<file path="src/rtl/pgx_pkg.sv">
package pgx_pkg;
  // physical nibble codes classified by the region logic
  localparam int unsigned CLS_W   = 4;
  localparam logic [CLS_W-1:0] ROM_NIB = 4'hF;
  localparam logic [CLS_W-1:0] IO_NIB  = 4'hE;

  typedef struct packed {
    logic rom;
    logic io;
    logic ram;
  } region_t;
endpackage

</file>
<file path="src/rtl/pgx_wr_dec.sv">
module pgx_wr_dec #(
  parameter int unsigned IDX_W   = 4,
  parameter int unsigned TAG_W   = 8,
  parameter logic [TAG_W-1:0] WIN_TAG = 8'hFF,
  localparam int unsigned NREG   = 1 << IDX_W
) (
  input  logic             cs,
  input  logic             rw,
  input  logic             vma,
  input  logic [TAG_W-1:0] tag,
  input  logic [IDX_W-1:0] widx,
  output logic             in_win,
  output logic [NREG-1:0]  we
);
  logic wr_cycle;

  always_comb begin
    in_win   = (tag == WIN_TAG);
    wr_cycle = cs & vma & ~rw & in_win;
  end

  for (genvar i = 0; i < NREG; i++) begin : g_we
    assign we[i] = wr_cycle & (widx == IDX_W'(i));
  end
endmodule

</file>
<file path="src/rtl/pgx_regfile.sv">
module pgx_regfile #(
  parameter int unsigned NREG = 16,
  parameter int unsigned PG_W = 8
) (
  input  logic                      clk,
  input  logic                      rst_n,
  input  logic [NREG-1:0]           we,
  input  logic [PG_W-1:0]           wdata,
  output logic [NREG-1:0][PG_W-1:0] q
);
  logic [NREG-1:0][PG_W-1:0] d;

  for (genvar i = 0; i < NREG; i++) begin : g_reg
    always_comb begin
      d[i] = q[i];
      if (we[i]) d[i] = wdata;
    end

    always_ff @(posedge clk or negedge rst_n) begin
      if (!rst_n) q[i] <= '0;
      else        q[i] <= d[i];
    end
  end
endmodule

</file>
<file path="src/rtl/pgx_xlate.sv">
module pgx_xlate
  import pgx_pkg::*;
#(
  parameter int unsigned IDX_W = 4,
  parameter int unsigned PG_W  = 8,
  parameter int unsigned INV_W = 4,
  parameter logic [PG_W-2:0] RAM_TAG = 7'b0000110,
  localparam int unsigned NREG = 1 << IDX_W
) (
  input  logic [NREG-1:0][PG_W-1:0] q,
  input  logic [IDX_W-1:0]          ridx,
  input  logic                      in_win,
  output logic [PG_W-1:0]           page,
  output region_t                   region
);
  localparam logic [PG_W-1:0] INV_MASK = PG_W'((1 << INV_W) - 1);

  always_comb begin
    page       = q[ridx] ^ INV_MASK;
    region.rom = in_win | (page[CLS_W-1:0] == ROM_NIB);
    region.io  = ~in_win & (page[CLS_W-1:0] == IO_NIB);
    region.ram = ~in_win & (page[PG_W-1:1] == RAM_TAG);
  end
endmodule

</file>
<file path="src/rtl/pgx_map_top.sv">
module pgx_map_top
  import pgx_pkg::*;
#(
  parameter int unsigned LA_W  = 16,
  parameter int unsigned IDX_W = 4,
  parameter int unsigned PG_W  = 8,
  parameter int unsigned INV_W = 4,
  parameter int unsigned TAG_W = 8,
  parameter logic [TAG_W-1:0] WIN_TAG = 8'hFF,
  localparam int unsigned OFF_W = LA_W - IDX_W,
  localparam int unsigned PA_W  = OFF_W + PG_W,
  localparam int unsigned NREG  = 1 << IDX_W
) (
  input  logic            clk,
  input  logic            rst_n,
  input  logic            bus_cs,
  input  logic            bus_rw,
  input  logic            bus_vma,
  input  logic [LA_W-1:0] bus_addr,
  input  logic [PG_W-1:0] bus_wdata,
  output logic [PG_W-1:0] page_o,
  output logic [PA_W-1:0] phys_addr_o,
  output logic            rom_hit_o,
  output logic            io_hit_o,
  output logic            ram_hit_o
);
  logic                      in_win;
  logic [NREG-1:0]           we;
  logic [NREG-1:0][PG_W-1:0] q;
  region_t                   region;

  pgx_wr_dec #(.IDX_W(IDX_W), .TAG_W(TAG_W), .WIN_TAG(WIN_TAG)) u_dec (
    .cs    (bus_cs),
    .rw    (bus_rw),
    .vma   (bus_vma),
    .tag   (bus_addr[LA_W-1 -: TAG_W]),
    .widx  (bus_addr[IDX_W-1:0]),
    .in_win(in_win),
    .we    (we)
  );

  pgx_regfile #(.NREG(NREG), .PG_W(PG_W)) u_rf (
    .clk  (clk),
    .rst_n(rst_n),
    .we   (we),
    .wdata(bus_wdata),
    .q    (q)
  );

  pgx_xlate #(.IDX_W(IDX_W), .PG_W(PG_W), .INV_W(INV_W)) u_xl (
    .q     (q),
    .ridx  (bus_addr[LA_W-1 -: IDX_W]),
    .in_win(in_win),
    .page  (page_o),
    .region(region)
  );

  always_comb begin
    phys_addr_o = {page_o, bus_addr[OFF_W-1:0]};
    rom_hit_o   = region.rom;
    io_hit_o    = region.io;
    ram_hit_o   = region.ram;
  end
endmodule

</file>
<file path="config.mk">
export PLATFORM = sky130hd
export DESIGN_NAME = pgx_map_top
export DESIGN_NICKNAME = d
export VERILOG_FILES = /design/src/rtl/pgx_pkg.sv /design/src/rtl/pgx_wr_dec.sv /design/src/rtl/pgx_regfile.sv /design/src/rtl/pgx_xlate.sv /design/src/rtl/pgx_map_top.sv
export SDC_FILE = /design/constraint.sdc
export NUM_CORES = 1
export LEC_CHECK = 0
export CAP_MARGIN = 20
export CELL_PAD_IN_SITES_DETAIL_PLACEMENT = 0
export CELL_PAD_IN_SITES_GLOBAL_PLACEMENT = 1
export CORE_MARGIN = 2
export CORE_UTILIZATION = 52
export CTS_CLUSTER_SIZE = 14
export DETAILED_ROUTE_END_ITERATION = 10
export GPL_ROUTABILITY_DRIVEN = 0
export PLACE_DENSITY = 0.91
export SYNTH_ARGS = -nofsm -noshare
export SYNTH_HDL_FRONTEND = slang
export SYNTH_SLANG_ARGS = --single-unit
</file>
<file path="constraint.sdc">
create_clock -name clk -period 8.2 [get_ports clk]
set_clock_uncertainty 0.2 [all_clocks]
set_input_delay 2.46 -clock clk [delete_from_list [all_inputs] [get_ports clk]]
set_output_delay 2.46 -clock clk [all_outputs]
set_load 0.05 [all_outputs]
</file>
* Word level (Yosys, flattened, before mapping)
Cells that the tools add are included.
** Cells by class
- Reductions and logical operators :: 1
- Magnitude comparators :: 1
- Mux-type cells :: 2
- Eq/ne operators :: 19
- Bitwise logic cells :: 25
** Operators with widths (number)
- 4-bit equality test, second input constant :: 10
- 8-bit binary-select mux with 4-bit select :: 1
- 1-bit bitwise AND :: 21
- 4-bit by 3-bit equality test with 1-bit output, second input constant :: 4
- 4-bit by 2-bit equality test with 1-bit output, second input constant :: 2
- 8-bit equality test, second input constant :: 1
- 8-bit two-way mux :: 1
- 7-bit by 3-bit equality test with 1-bit output, second input constant :: 1
- 4-bit by 5-bit < comparator with 1-bit output, second input constant :: 1
- 4-bit by 1-bit equality test with 1-bit output, second input constant :: 1
- 4-bit logical NOT :: 1
- 4-bit inverter :: 1
- 1-bit inverter :: 2
- 1-bit OR :: 1
** Storage, ports and cells
- Logic and storage cells :: 64
- Output and inout bits :: 31
- Flip-flop bits (word level) :: 128

* Depth between registers and ports, before layout
- Word-level depth :: 5
- Depth in mapped cells :: 8
- Mapped depth without buffers :: 5

* Hierarchy
From an unflattened synthesis, not the netlist that was laid out.
** Second synthesis, totals
- Cells, all modules :: 424
- Area, all modules :: 6613.8 µm²
** By module, submodules not included
- pgx_regfile :: cells an instance 280, instances 1, area each 4956.0 µm²
- pgx_xlate :: cells an instance 81, instances 1, area each 1164.9 µm²
- pgx_wr_dec :: cells an instance 43, instances 1, area each 342.8 µm²
- pgx_map_top :: cells an instance 20, instances 1, area each 150.1 µm²

* Least setup slack after synthesis
Ideal clock, no wire load.
- Path kind :: input-to-output
- Start point :: input bus_addr[13]
- End point :: output ram_hit_o
- Cell stages on the path :: 7
- Path slack :: 0.355 ns
- Arrival :: 5.185 ns
- Path through :: buf_6 buf_2 mux4_2 a22oi_1 nand2_1 or3_1 nor4_2
** RTL lines
- from (decl) :: RTL line pgx_map_top.sv:19 : input logic [LA_W-1:0] bus_addr,
- 8-bit binary-select mux with 4-bit select :: RTL line pgx_xlate.sv:19 : page = q[ridx] ^ INV_MASK;
- 8-bit two-way mux (not written as such) :: RTL line pgx_xlate.sv:19
- named net page_o[6] :: RTL line pgx_map_top.sv:21 : output logic [PG_W-1:0] page_o,
- 7-bit by 3-bit equality test with 1-bit output :: RTL line pgx_xlate.sv:22 : region.ram = ~in_win & (page[PG_W-1:1] == RAM_TAG);
- 1-bit bitwise AND :: RTL line pgx_xlate.sv:22
- to (decl) :: RTL line pgx_map_top.sv:25 : output logic ram_hit_o
The timed path passes the listed nets, and every way through them passes these cells. The select of a mux whose other input is x is not followed.

* Worst setup path in the final report
- Start point :: input bus_addr[13]
- End point :: output ram_hit_o
** Between the ends
- Word-level cells in the longest chain between the ends :: 5
** RTL lines (RTL line)
- 8-bit binary-select mux with 4-bit select :: pgx_xlate.sv:19
- 8-bit two-way mux (not written as such) :: pgx_xlate.sv:19
- 4-bit inverter (no source line)
- 7-bit by 3-bit equality test with 1-bit output :: pgx_xlate.sv:22
- 1-bit bitwise AND (*) :: pgx_xlate.sv:22
Every way passes the cells marked *; elsewhere a longest branch is shown, timed or not. The select of a mux whose other input is x is not followed.

==> flow_summary.ini <==
[outcome]
run_status = finished, final reports clean

[critical_path]
cp-end-kind = output port
critical_path_peak_fanout = 19
worst_ep_required_time_ns = 5.54
cp_num_buf_inv = 3
crit_path_max_incr_delay_ns = 0.55
crit_path_cell_trace = buf_2, buf_4, mux4_2, mux2i_1, nand2_1, o32a_1, nor4_2, buf_12
cp.arrival_ns = 5.05
cp-start-kind = input pin
critical_path_class = in -> out
crit_family = buffers and inverters
slowest_stage = mux4_2

[power_and_ir_drop]
p_switching_uw = 343
p_leak_uw = 0.00353
power_frac_comb_pct = 7.1
internal-power_uw = 1140
max-vdd-ir-drop_mv = 0.148
seqPwrFrac_pct = 42.8
power_density_nw_per_um2 = 202
swShare_pct = 23.2
clock_power_share_pct = 50.1

[drt]
wl_met3_um = 562
wirelength_mm = 13.2
wl_met1_mm = 5.77
antenna_left = 0
vias = 3581
wl_per_cell_um = 22.2
topRoutingLayerUsed = met4
vias_per_cell = 6.01
first_pass_iters = 4
drc = 0
drt_iter0_drc = 211
met2_length_mm = 6.67

[timing]
hold_violations = 0
worst_pin_slew_ns = 0.908
rsz0062_at_grt = no
tns_ns = 0
setup_viol = 0
slew_headroom_pct = 39.5
setup_ws_ns = 0.489
fin_crit_sh_pct = 94.0
period_minus_slack_ns = 7.71
slew_viol_final = 0
fmax_mhz = 130

[cts]
tritoncts = done
post_cts_buffers = 0
clk_pin_slew_ns = 0.05
htreeDepth = 4
cts-hold-fix-buffers = 0
cts_buffer_depth = 2
numCtsBuffers = 17
cts.sinks = 128
cts-root-buf = clkbuf_16
cts.repair.resized = 0
clock_latency_ns = 0.41

[synth]
synthTopCellsByArea = dfrtp_1 52%, mux2_2 24%, mux4_2 8.8%
synth_edf_count = 0
yosysTopAreaCellShare_pct = 52.2
synth_sequential_area_ratio_pct = 52.2
yosys_warnings = 0
ys.flop_type = dfrtp_1
syn_area_um2 = 6130
synth_largest_area_cell = dfrtp_1
synth-seq-cells = 128
yosys.cell_types.count = 38
post-synth-top-count-cell = mux2_2
syn_nets = 434
synth_common_cells = 130 x mux2_2, 128 x dfrtp_1, 24 x mux4_2
syn_avg_cell_area_um2 = 15.1
synthArstFlopShare_pct = 100
netlist_instances = 405

[finish]
multi_input_area_um2 = 2660
diodes = 0
drive_above_1_share_pct = 48.3
largest-register = u_rf.q
largest_reg_flops = 128
regArea_um2 = 3200
syn_to_final_growth_pct = 19.1
final_nets = 469
top_regs = u_rf.q (128)
final_cells = 596
final.fill_count = 804

[die]
die_y_um = 113
row_count = 39
die_w_um = 113
dieArea_um2 = 12700
start_util_pct = 53.5
io_pins = 60
core_area_um2 = 11500

[job]
cap_viol_max_count = 0

[global_routing]
grt_pass1_vias = 3852
grt_max_degree = 74
antenna_found_initial = 0
grt_overflow = 0
grt_pass1_wl_mm = 21.6
track_usage_pct = 22.5

[place]
dp_slack_ns = 0.414
hpwl_mm = 8.52
numPlacedInstances = 564
port_buffers = 51

[hold_path]
min_path_type = reg -> reg
per-stage QoR:
stage	util [%]	instance area [um2]	power, uW	hold slack, ns
5_1_grt	63.7	7300	1520	0.308
3_3_place_gp	58.5	6710	749	0.279
2_1_floorplan	-	6130	706	0.270
4_1_cts	63.7	7300	1490	0.298
6_report	63.7	7300	1480	0.294
3_5_place_dp	58.5	6710	750	0.286
cell usage in the layout, fill, tap and decap left out, types with 8 or more instances in the layout:
master             n
mux4_2            24
buf_4             11
dfrtp_1          128
clkdlybuf4s50_1   36
mux2_2           130
buf_12            11
clkbuf_16         17
nand2_1           12
mux4_1             8
kinds of logic (layout without fill, tap and decap cells):
kind of cell | after synthesis | count (layout) | share of synthesized area [%]
AOI/OAI and AO/OA | 17 | 17 | 2.00
buffers and inverters | 44 | 92 | 4.43
DFF | 128 | 128 | 52.2
muxes | 165 | 165 | 36.6
and+or+nand+nor | 51 | 51 | 4.73
layer usage:
layer | track usage, % | vias up
li1 | - | 1566
met1 | 30.1 | 1900
met2 | 36.7 | 93
met3 | 4.64 | 22
met4 | 8.13 | 0
met5 | 0 | -
power groups by stage:
stage | Clock, uW | Combinational, uW | Sequential (uW)
3_5_place_dp | 0 | 106 | 644
5_1_grt | 776 | 113 | 633
6_report | 740 | 105 | 633
4_1_cts | 746 | 106 | 633
3_3_place_gp | 0 | 104 | 644
2_1_floorplan | 0 | 61.6 | 644
cell type report:
type                       count  share of cell area (%)
clock inverter                12                    1.85
inverter                       1                  0.0514
clock buffer                  20                    6.25
sequential                   128                    43.9
timing repair buffer          59                    9.15
multi-input combinational    233                    36.4
tap                          143                    2.45
final timing paths:
path	end	depth (start not counted)	from	slack (ns)
max in group asynchronous	u_rf.q[110]$_DFFE_PN0P_	2	rst_n	4.52
min in group asynchronous	u_rf.q[38]$_DFFE_PN0P_	1	rst_n	1.90
hold / removal	u_rf.q[95]$_DFFE_PN0P_	1	u_rf.q[95]$_DFFE_PN0P_	0.29
hold reg to reg	u_rf.q[95]$_DFFE_PN0P_	1	u_rf.q[95]$_DFFE_PN0P_	0.29
setup reg to reg	u_rf.q[22]$_DFFE_PN0P_	1	u_rf.q[22]$_DFFE_PN0P_	7.20
setup / recovery	ram_hit_o	8	bus_addr[13]	0.49
(Power assumes the default switching activity.)
